[src/rtl/rrs_pkg.sv]
package rrs_pkg;
    localparam int unsigned NUM_BINS  = 2;
    localparam int unsigned SWEEP_W   = 2;
    localparam int unsigned HASH0_MUL = 37;
    localparam int unsigned HASH0_ADD = 11;
    localparam int unsigned HASH1_MUL = 101;
    localparam int unsigned HASH1_ADD = 59;

    typedef enum logic [1:0] {
        ST_IDLE   = 2'd0,
        ST_LOOKUP = 2'd1,
        ST_ISSUE  = 2'd2
    } rrs_state_e;
endpackage

[src/rtl/rrs_bloom.sv]
module rrs_bloom #(
    parameter int ROW_W = 6,
    parameter int IDX_W = 8
) (
    input  logic             clk,
    input  logic             rst_n,
    input  logic             ins,
    input  logic             clr,
    input  logic [ROW_W-1:0] wr_row,
    input  logic [ROW_W-1:0] rd_row,
    output logic             hit
);
    import rrs_pkg::*;

    localparam int NBITS = 1 << IDX_W;

    function automatic logic [IDX_W-1:0] hidx(input logic [ROW_W-1:0] r,
                                              input int unsigned mul,
                                              input int unsigned add);
        return IDX_W'(32'(r) * mul + add);
    endfunction

    logic [NBITS-1:0] bits_q;
    logic [IDX_W-1:0] wa0, wa1, ra0, ra1;

    always_comb begin
        wa0 = hidx(wr_row, HASH0_MUL, HASH0_ADD);
        wa1 = hidx(wr_row, HASH1_MUL, HASH1_ADD);
        ra0 = hidx(rd_row, HASH0_MUL, HASH0_ADD);
        ra1 = hidx(rd_row, HASH1_MUL, HASH1_ADD);
    end

    // clear has priority; bits are only ever set otherwise
    always_ff @(posedge clk or negedge rst_n) begin
        if (!rst_n) begin
            bits_q <= '0;
        end else if (clr) begin
            bits_q <= '0;
        end else if (ins) begin
            bits_q[wa0] <= 1'b1;
            bits_q[wa1] <= 1'b1;
        end
    end

    always_comb hit = bits_q[ra0] & bits_q[ra1];
endmodule

[src/rtl/rrs_sweep.sv]
module rrs_sweep #(
    parameter int ROW_W = 6
) (
    input  logic                        clk,
    input  logic                        rst_n,
    input  logic                        step,
    output logic [ROW_W-1:0]            row,
    output logic [rrs_pkg::SWEEP_W-1:0] sweep
);
    always_ff @(posedge clk or negedge rst_n) begin
        if (!rst_n) begin
            row   <= '0;
            sweep <= '0;
        end else if (step) begin
            row <= row + 1'b1;
            if (row == '1) begin
                sweep <= sweep + 1'b1;
            end
        end
    end
endmodule

[src/rtl/rrs_rate_sel.sv]
module rrs_rate_sel (
    input  logic                        hit_fast,
    input  logic                        hit_mid,
    input  logic [rrs_pkg::SWEEP_W-1:0] sweep,
    output logic                        due
);
    logic pass_zero, pass_even;

    always_comb begin
        pass_zero = (sweep == '0);
        pass_even = ~sweep[0];
        // fast class dominates; mid on even passes; the rest on pass 0
        due = hit_fast | (hit_mid & pass_even) | pass_zero;
    end
endmodule

[src/rtl/rrs_refresh_sched.sv]
module rrs_refresh_sched #(
    parameter int ROW_W = 6,
    parameter int IDX_W = 8
) (
    input  logic             clk,
    input  logic             rst_n,
    input  logic             tick,
    input  logic             prof_ins,
    input  logic             prof_clr,
    input  logic             prof_bin,
    input  logic [ROW_W-1:0] prof_row,
    output logic             rq_valid,
    input  logic             rq_ready,
    output logic [ROW_W-1:0] rq_row,
    output logic             overrun
);
    import rrs_pkg::*;

    rrs_state_e          state_q, state_d;
    logic [ROW_W-1:0]    cur_row;
    logic [SWEEP_W-1:0]  sweep;
    logic [NUM_BINS-1:0] hit;
    logic                due;
    logic                step;
    logic                overrun_q;

    for (genvar g = 0; g < NUM_BINS; g++) begin : g_bin
        logic sel;
        assign sel = (prof_bin == 1'(g));
        rrs_bloom #(.ROW_W(ROW_W), .IDX_W(IDX_W)) u_filt (
            .clk    (clk),
            .rst_n  (rst_n),
            .ins    (prof_ins & sel),
            .clr    (prof_clr & sel),
            .wr_row (prof_row),
            .rd_row (cur_row),
            .hit    (hit[g])
        );
    end

    rrs_rate_sel u_rate (
        .hit_fast (hit[0]),
        .hit_mid  (hit[1]),
        .sweep    (sweep),
        .due      (due)
    );

    rrs_sweep #(.ROW_W(ROW_W)) u_sweep (
        .clk   (clk),
        .rst_n (rst_n),
        .step  (step),
        .row   (cur_row),
        .sweep (sweep)
    );

    // next-state logic
    always_comb begin
        state_d = state_q;
        step    = 1'b0;
        unique case (state_q)
            ST_IDLE: begin
                if (tick) state_d = ST_LOOKUP;
            end
            ST_LOOKUP: begin
                if (due) begin
                    state_d = ST_ISSUE;
                end else begin
                    state_d = ST_IDLE;
                    step    = 1'b1;
                end
            end
            ST_ISSUE: begin
                if (rq_ready) begin
                    state_d = ST_IDLE;
                    step    = 1'b1;
                end
            end
            default: state_d = ST_IDLE;
        endcase
    end

    // state register
    always_ff @(posedge clk or negedge rst_n) begin
        if (!rst_n) state_q <= ST_IDLE;
        else        state_q <= state_d;
    end

    // sticky lost-tick flag
    always_ff @(posedge clk or negedge rst_n) begin
        if (!rst_n)                           overrun_q <= 1'b0;
        else if (tick && state_q != ST_IDLE)  overrun_q <= 1'b1;
    end

    // outputs
    always_comb begin
        rq_valid = (state_q == ST_ISSUE);
        rq_row   = cur_row;
        overrun  = overrun_q;
    end
endmodule

[config.mk]
export PLATFORM = sky130hd
export DESIGN_NAME = rrs_refresh_sched
export DESIGN_NICKNAME = d
export VERILOG_FILES = /design/src/rtl/rrs_pkg.sv /design/src/rtl/rrs_bloom.sv /design/src/rtl/rrs_sweep.sv /design/src/rtl/rrs_rate_sel.sv /design/src/rtl/rrs_refresh_sched.sv
export SDC_FILE = /design/constraint.sdc
export NUM_CORES = 1
export LEC_CHECK = 0
export BUFFER_PORTS_ARGS = -buffer_cell sky130_fd_sc_hd__clkbuf_2
export CORE_UTILIZATION = 30
export CTS_CLUSTER_DIAMETER = 80
export DETAILED_ROUTE_END_ITERATION = 8
export SYNTH_ARGS = -nofsm -noshare
export SYNTH_HDL_FRONTEND = slang
export SYNTH_HIERARCHICAL = 1
export SYNTH_SLANG_ARGS = --single-unit
[constraint.sdc]
create_clock -name clk -period 12.04 [get_ports clk]
set_input_delay 3.01 -clock clk [delete_from_list [all_inputs] [get_ports clk]]
set_output_delay 3.01 -clock clk [all_outputs]
set_load 0.05 [all_outputs]
* Word-level counts from Yosys, hierarchy flattened
Cells that the tools add are included.
Operators by class: equality and inequality tests 5, multiply operators 4, $add $sub $neg 6, bitwise gates (word level) 15, mux-type cells 23, $lt $le $gt $ge 6, reductions and logical operators 10
Operators with widths (number):
- $mux W256 | 4
- $or A256 B256 Y256 | 4
- $lt A8 B9 Y1 const B | 4
- $bmux W1 S8 | 4
- $add A8 B4 Y8 const B | 2
- $add A8 B6 Y8 const B | 2
- $demux W1 S8 | 2
- $ge A8 B1 Y1 const B | 2
- $mul A6 B6 Y8 const B | 2
- $mul A6 B7 Y8 const B | 2
- $mux W1 | 8
- $and A1 B1 Y1 | 7
- $add A6 B1 Y6 const B | 1
- $eq A6 B6 Y1 const B | 1
- $mux W2 | 3
- $pmux W2 S3 | 1
- $reduce_bool A2 Y1 | 3
- $logic_not A2 Y1 | 2
- $reduce_and A2 Y1 | 2
- $logic_and A1 B1 Y1 | 3
- $add A2 B1 Y2 const B | 1
- $eq A2 B1 Y1 const B | 1
- $eq A2 B2 Y1 const B | 1
- $ne A2 B1 Y1 const B | 1
- other kinds (4) | 6
Word-level totals: input bits 13, register bits after elaboration 523

* Logic depth before layout (Yosys ltp)
Gate-level depths: netlist of the first run.
depth in word-level cells 11, mapped depth 23

* Cells and area by module
The synthesis of the first run kept the hierarchy.
By module, submodules not included:
- rrs_bloom at g_bin[0].u_filt | cells each 1688, instances 1, area an instance 15781.4 µm²
- rrs_bloom at g_bin[1].u_filt | cells each 1573, instances 1, area an instance 15448.6 µm²
- rrs_sweep | cells each 26, instances 1, area an instance 331.6 µm²
- rrs_refresh_sched | cells each 24, instances 1, area an instance 240.2 µm²
- rrs_rate_sel | cells each 2, instances 1, area an instance 13.8 µm²

* Least setup slack after synthesis of the first run
No wires, ideal clock.
path type input-to-reg, from in prof_row[4], to reg g_bin[1].u_filt.bits_q[126], required time 11962 ps, slack 5816 ps, arrival time 6146 ps, setup time 78 ps, stages on the path 15, path through inv_1 > ha_1 > inv_1 > fa_1 > inv_1 > ha_1 > ha_1 > a31oi_1 > o21bai_1 > a21oi_1 > xor2_1 > nor2_1 > clkbuf_1 > a31oi_1 > a21oi_1
Between the ends: longest elaborated chain between the ends 10, elaborated cells on any way between the ends 18, classes of those cells 2 x add/sub; 2 x mul; 4 x order compare; 6 x mux; 2 x bitwise; 2 x reduce/logical
RTL lines:
- from (decl) | line rrs_refresh_sched.sv:11 | input logic [ROW_W-1:0] prof_row,
- $mul A6 B6 Y8 | line rrs_bloom.sv:20 | return IDX_W'(32'(r) * mul + add);
- $add A8 B4 Y8 | line rrs_bloom.sv:20
- $lt A8 B9 Y1 (implied by the code) or $ge A8 B1 Y1 (tied branches) | line rrs_bloom.sv:40 | bits_q[wa0] <= 1'b1;
- $logic_and A1 B1 Y1 (implied by the code) | line rrs_bloom.sv:40
- $mux W1 (implied by the code) | line rrs_bloom.sv:40
- $demux W1 S8
- $or A256 B256 Y256 (no source line)
- $or A256 B256 Y256 (no source line) *
- $mux W256 * | line rrs_bloom.sv:39 | end else if (ins) begin
- $mux W256 * | line rrs_bloom.sv:37 | end else if (clr) begin
- to (signal assigned) | line rrs_bloom.sv:38 | bits_q <= '0;
- to (signal, indexed assignment) | line rrs_bloom.sv:40
- to (signal, indexed assignment) | line rrs_bloom.sv:41 | bits_q[wa1] <= 1'b1;
- to (decl) | line rrs_bloom.sv:23 | logic [NBITS-1:0] bits_q;
Every way passes the cells marked *; elsewhere a longest branch is shown, timed or not. The select of a mux whose other input is x is not followed. A chain may end at the register's enable or synchronous reset.

* Final worst setup path of the first run
from reg u_sweep.row[0], to reg u_sweep/sweep[0] (netlist bit)
Between the ends: longest elaborated chain between the ends 11, elaborated cells on any way between the ends 21, classes of those cells 2 x add/sub; 2 x mul; 1 x eq/ne; 10 x mux; 5 x bitwise; 1 x reduce/logical
RTL lines:
- from (decl) | line rrs_sweep.sv:7 | output logic [ROW_W-1:0] row,
- from (signal assigned) | line rrs_sweep.sv:15 | row <= row + 1'b1;
- $mul A6 B7 Y8 or $mul A6 B6 Y8 (tied branches) | line rrs_bloom.sv:20
- $add A8 B6 Y8 or $add A8 B4 Y8 (tied branches) | line rrs_bloom.sv:20
- $bmux W1 S8 | line rrs_bloom.sv:45 | always_comb hit = bits_q[ra0] & bits_q[ra1];
- $mux W1 (implied by the code) | line rrs_bloom.sv:45
- $and A1 B1 Y1 * | line rrs_bloom.sv:45
- via hit[1] | line rrs_refresh_sched.sv:22 | logic [NUM_BINS-1:0] hit;
- $and A1 B1 Y1 * | line rrs_rate_sel.sv:13 | due = hit_fast | (hit_mid & pass_even) | pass_zero;
- $or A1 B1 Y1 * (2 in series) | line rrs_rate_sel.sv:13
- via due | line rrs_refresh_sched.sv:23 | logic due;
- $mux W1 * | line rrs_refresh_sched.sv:65 | if (due) begin
- $pmux W1 S2 * | line rrs_refresh_sched.sv:60 | unique case (state_q)
- via step | line rrs_refresh_sched.sv:24 | logic step;
- $reduce_and A2 Y1 (no source line) *
- to (signal assigned) | line rrs_sweep.sv:17 | sweep <= sweep + 1'b1;
- to (decl) | line rrs_sweep.sv:8 | output logic [rrs_pkg::SWEEP_W-1:0] sweep
Mark *: on every way through the listed nets, which the timed path passes. The rest lies on a longest branch. The select of a mux whose other input is x is not followed.

==> run_results.csv, run 1 <==
group,metric,value,unit
pwr,p_clk_frac,0.194,
cts,cts_setup_buffers,0,
cts,cts_root_buf,"clkbuf_16",
finish,ff_latch_area,13100,µm²
global_route,antenna_found_initial,1,
synthesis,synth_cells,3313,
pwr,p_int,0.00461,W
timing,fin_setup_tns,0,ps
floorplan,core_area,105000,µm²
cts,cts_buffer_depth,3,
finish,drive_gt1_frac,0.0943,
pwr,pwr-share-comb,0.603,
finish,nets,3355,
synthesis,yosys.area_share.adder,0.0670,
finish,fillCellCount,10700,
timing,slew_headroom,0.161,
routing,routedWlPerCell,23.9,µm
routing,drtPass1Iterations,6,
cts,cts.sinks,523,
synthesis,synth_area,31800,µm²
synthesis,muxShareOfSynthArea,0.0914,
routing,postRouteWirelength,110,mm
cts,cts_htree_levels,2,
timing,setup_viol,0,
timing,fmax,0.133,GHz
hold_path,min-delay-start,"overrun",
outcome,status,"complete, no violations",
critical_path,cp.required,12590,ps
timing,finalHoldViolations,0,
routing,route.detailed.drc,0,
placed_design,gp_congestion,0.945,
synthesis,synth-simple-area-share,0.136,
routing,initialDrtViolationCount,3556,
timing,report.final.slew_viol_count,0,
synthesis,synthArstFlopShare,1.00,
routing,vias,27500,
critical_path,critical_path.max_fanout,41,
pwr,seqPwrFrac,0.203,
synthesis,synth_top_family_by_area,"compound AO/OA/AOI/OAI gates",
critical_path,rr_startpoint,"u_sweep/row[0]",
timing,post-route-period-util,0.625,
synthesis,synth_compound_area_frac,0.209,
hold_path,hold_class,"flip-flop to flip-flop",
synthesis,synth.distinct_cells,76,
pwr,leakage,15.1,nW
routing,postRouteAntennaNets,0,
placed_design,io_buffers,20,
pwr,switching_share,0.512,
synthesis,syn-num-nets,3482,
synthesis,synth_xor_area_frac,0.0331,
global_route,overflow,0,
cts,clk_latency,660,ps
critical_path,critPathLaunchType,"flip-flop",
critical_path,crit_path_start,"u_sweep/row[0]",
timing,finClkSkew,37.7,ps
floorplan,rows,119,
pwr,powerDensity,269,nW/µm²
critical_path,end_kind,"flip-flop",
floorplan,pin_count,21,
cts,clk_pin_slew,60,ps
pwr,power.switching,0.00482,W
placed_design,placed_cells,4519,
timing,finalCriticalPeriod,7520,ps
routing,avgViaCountPerCell,5.96,
run,max_cap_violations,0,
synthesis,synth-edff-count,0,
floorplan,die_h,328,µm
synthesis,ys_seq_area_frac,0.411,
synthesis,ys_ff_latch,523,
critical_path,crit_type,"flip-flop to flip-flop",
pwr,peakVddDrop,0.346,mV
cts,cts_tree,"built",
synthesis,yosysWarnings,6,
finish,final_cells,4615,
global_route,grt.total_usage,0.200,
global_route,grt_start_max_net_pins,257,
finish,multiInputGateArea,17300,µm²
global_route,grt_pass1_vias,26400,
cts,post_cts_resized,0,
synthesis,synth_area_per_cell,9.60,µm²
synthesis,ys.flop_type,"dfrtp_1",
floorplan,dieArea,107000,µm²
placed_design,dp_hpwl,71.4,mm
floorplan,start_util,0.302,
finish,diodes,0,
cts,cts_made_buffers,56,
pwr,finalPower,0.00943,W
finish,area_growth,10.1,%
global_route,grt_pass1_wl,168,mm
cts,postCtsHoldBufs,0,
critical_path,worst_ep_arrival_time,8070,ps
timing,grt_setup_unrepaired,"no",
floorplan,die_w,328,µm
timing,tightest_slew,1250,ps
[final timing paths]
kind / endpoint / slack (ps) / depth (start not counted)
max: u_sweep/sweep[0] / 4520 / 17
max reg2reg: u_sweep/sweep[0] / 4520 / 17
min reg2reg: overrun / 460 / 1
min: overrun / 460 / 1
min in group asynchronous: g_bin[0].u_filt/bits_q[236] / 2400 / 1
max in group asynchronous: g_bin[1].u_filt/bits_q[27] / 7710 / 3
[sequential cells by signal (all words and copies together), names as in the netlist]
name	count
u_sweep/row	6
g_bin.u_filt/bits_q	512
u_sweep/sweep	2
overrun	1
state_q	2
[placed cells by master (no fill, tap or decap), types with 74 or more instances in the layout]
cell      count
nor2_1      566
a31oi_1     103
o22ai_1     106
ha_1        130
dfrtp_1     522
mux2i_1     242
inv_1        83
buf_4        74
a21oi_1     230
nand2_1     153
a221oi_1    321
nor3_1       90
[Yosys cell counts (all sizes together), types with 9 or more instances]
cell    instances  area, µm²
nor2          578       2170
dfrtp         523      13100
a221oi        343       3140
mux2i         242       2420
a21oi         231       1160
clkbuf        171        642
nand2         154        581
ha            132       1650
nor3          116        711
buf           111        707
o22ai         108        688
a31oi         104        657
inv            83        312
xnor2          74        708
a32o           39        390
nand3          38        190
xor2           32        344
o21ai          25        125
and2           24        160
fa             24        480
nand4          21        138
mux4           18        405
nand2b         14       87.6
nor2b          13       81.3
and3            9       56.3
[metrics by stage]
stage | util | hold slack, ps | worst slack [ps] | cell area (µm²)
detailed placement | 0.315 | 454 | 4470 | 33100
global placement | 0.315 | 450 | 4560 | 33100
global route | 0.333 | 485 | 4340 | 35000
floorplan | - | 434 | 5820 | 31800
finish | 0.333 | 457 | 4520 | 35000
CTS | 0.333 | 464 | 4640 | 35000
[layout make-up]
class | count | area share
multi-input cells | 2425 | 0.493
flip-flops and latches | 523 | 0.374
well taps | 1391 | 0.0497
clock buffers | 74 | 0.0452
repair buffers | 97 | 0.0207
inverters | 83 | 0.00890
clock inverters | 22 | 0.00886
[worst max-delay path: stages (launching register included)]
cell      delay (ps)
dfrtp_4          880
buf_4            650
buf_4            750
buf_4            770
mux2i_1          340
o22a_1           210
o221ai_1         250
mux4_2           530
mux2_2           280
a211oi_1         350
a211oi_2         160
nor2b_1          170
o21bai_1         250
nand2b_1         250
a21boi_1         820
nand4_2          240
nor2_1           200
xor2_1           170
[power by group through the flow]
stage	Sequential [W]	Clock (W)	Combinational [W]
finish	0.00192	0.00183	0.00569
global route	0.00192	0.00192	0.00601
CTS	0.00191	0.00186	0.00557
detailed placement	0.00195	0	0.00555
global placement	0.00194	0	0.00555
floorplan	0.00192	0	0.00392
[routing by layer]
layer / vias up / global-route usage / share of wire / wire (µm)
met3: 290 / 0.0313 / 0.087 / 9600
li1: 12100 / - / - / -
met1: 13700 / 0.276 / 0.42 / 46500
met4: 2 / 0.0989 / 0.051 / 5640
met5: - / 0 / 0.00016 / 18
met2: 1489 / 0.304 / 0.44 / 48500
[kinds of logic (layout without fill, tap and decap cells)]
family | after synthesis | after routing
fa+ha+maj | 156 | 156
compound gates | 908 | 908
mux | 267 | 267
simple gates | 988 | 988
flops | 523 | 523
buf+inv | 365 | 276
xor+xnor | 106 | 106
(Power assumes the default switching activity.)
==> inputs of run 2 (changes only) <==
- clock period: 12.04 -> 7.1 ns (I/O delays scaled with it)
==> run_results.csv, run 2 (synthesis results as in run 1) <==
group,metric,value,unit
outcome,status,"complete, no violations",
critical_path,cp.required,7610,ps
routing,postRouteWirelength,117,mm
pwr,p_int,0.00819,W
cts,post_cts_resized,0,
floorplan,core_area,105000,µm²
run,max_cap_violations,0,
timing,finalCriticalPeriod,5840,ps
finish,diodes,0,
hold_path,hold_path_depth,1,
floorplan,rows,119,
floorplan,start_util,0.302,
cts,cts_htree_levels,2,
cts,clk_latency,660,ps
routing,initialDrtViolationCount,3457,
pwr,peakVddDrop,0.859,mV
routing,vias,28000,
cts,cts_buffer_depth,3,
timing,finClkSkew,37.1,ps
timing,hold_slack,458,ps
routing,avgViaCountPerCell,6.01,
finish,regMostFlops,"g_bin.u_filt/bits_q",
placed_design,dp_hpwl,78.5,mm
pwr,p_clk_frac,0.196,
floorplan,die_w,328,µm
cts,cts_made_buffers,57,
cts,cts_root_buf,"clkbuf_16",
critical_path,critPathLaunchType,"flip-flop",
timing,slew_headroom,0.102,
timing,fmax,0.171,GHz
placed_design,io_buffers,20,
routing,postRouteAntennaNets,0,
timing,post-route-period-util,0.823,
timing,tightest_slew,1340,ps
cts,postCtsHoldBufs,0,
floorplan,die_h,328,µm
pwr,power.switching,0.00834,W
routing,drtPass1Iterations,6,
global_route,grt_pass1_wl,177,mm
finish,drive_gt1_frac,0.105,
critical_path,crit_type,"flip-flop to flip-flop",
cts,cts_tree,"built",
finish,area_growth,11.5,%
pwr,pwr-share-comb,0.611,
finish,layout_common_cells,"nor2_1, dfrtp_1, a221oi_1, mux2i_1, a21oi_1",
cts,cts.sinks,523,
finish,layout_commonest_cell,"nor2_1",
critical_path,worst_ep_arrival_time,6350,ps
routing,routedWlPerCell,25.0,µm
critical_path,critical_path.max_fanout,28,
global_route,grt_start_max_net_pins,226,
timing,grt_setup_unrepaired,"no",
floorplan,pin_count,21,
finish,top_regs,"g_bin.u_filt/bits_q: 512 flops, u_sweep/row: 6 flops",
timing,fin_setup_tns,0,ps
finish,largest_register_ffs,512,
global_route,antenna_found_initial,1,
cts,cts_setup_buffers,0,
critical_path,rrSetupSlack,1260,ps
timing,setup_viol,0,
finish,fillCellCount,10700,
global_route,grt.total_usage,0.213,
routing,route.detailed.drc,0,
floorplan,dieArea,107000,µm²
pwr,leakage,15.3,nW
placed_design,gp_congestion,0.971,
timing,finalHoldViolations,0,
cts,clk_pin_slew,60,ps
pwr,seqPwrFrac,0.193,
finish,nets,3389,
critical_path,end_kind,"flip-flop",
critical_path,worstRegToRegCells,19,
pwr,switching_share,0.504,
pwr,powerDensity,466,nW/µm²
global_route,overflow,0,
hold_path,hold_class,"flip-flop to flip-flop",
global_route,grt_pass1_vias,27100,
timing,report.final.slew_viol_count,0,
-- run 2: cell types whose count changed in the layout (fill, tap and decap cells not counted), sizes merged --
cell	previous run	this run
inv	84	85
clkinvlp	3	2
clkbuf	93	99
buf	78	111
clkinv	11	14
-- run 2: area by class of cell --
class	count	area, µm²	area share
inverters	83	312	0.00878
repair buffers	130	1090	0.0306
clock buffers	80	1660	0.0469
multi-input cells	2425	17200	0.486
well taps	1391	1740	0.0491
flip-flops and latches	523	13100	0.369
clock inverters	25	347	0.00977
-- run 2: power by group through the flow --
stage | clock network, W | logic, W | registers, W
after detailed placement | 0 | 0.00985 | 0.00324
after global placement | 0 | 0.00989 | 0.00324
after floorplan | 0 | 0.00664 | 0.00326
final | 0.00324 | 0.0101 | 0.00319
after global routing | 0.00340 | 0.0107 | 0.00320
after CTS | 0.00328 | 0.00989 | 0.00319
-- run 2: final timing paths --
| check | startpoint | endpoint |
|---|---|---|
| max | u_sweep/row[0] | u_sweep/row[5] |
| min | overrun | overrun |
| max reg2reg | u_sweep/row[0] | u_sweep/row[5] |
| min reg2reg | overrun | overrun |
| max in group asynchronous | rst_n | g_bin[1].u_filt/bits_q[20] |
| min in group asynchronous | rst_n | g_bin[0].u_filt/bits_q[167] |
-- run 2: per-layer routing --
metal / track usage / vias to the layer above / wire [µm]
met4: 0.103 / 2 / 5880
met1: 0.287 / 14000 / 48100
met5: 0 / - / 11
met2: 0.325 / 1505 / 52200
met3: 0.0425 / 292 / 10300
li1: - / 12200 / -
-- run 2: metrics by stage --
stage | std cells | area (µm²) | util | worst slack, ps | total power [W]
after floorplan | 3313 | 31800 | - | 1620 | 0.00990
after global routing | 4657 | 35500 | 0.337 | 1090 | 0.0173
after detailed placement | 4552 | 33500 | 0.318 | 1000 | 0.0131
after global placement | 4552 | 33500 | 0.318 | 1090 | 0.0131
final | 4657 | 35500 | 0.337 | 1260 | 0.0165
after CTS | 4657 | 35500 | 0.337 | 1450 | 0.0164
-- run 2: critical path: stages (launching register included) --
cell,delay (ps)
dfrtp_4,600
ha_1,450
inv_1,90
fa_1,610
nand2b_2,500
buf_4,380
o22ai_1,550
nor3_1,110
nor4_1,560
a21oi_1,100
nand3_1,110
o21ai_0,70
nor3_1,610
o21bai_1,230
nand2b_1,130
a21boi_0,90
buf_4,180
nand4_1,120
nor2_1,70
xor2_1,130
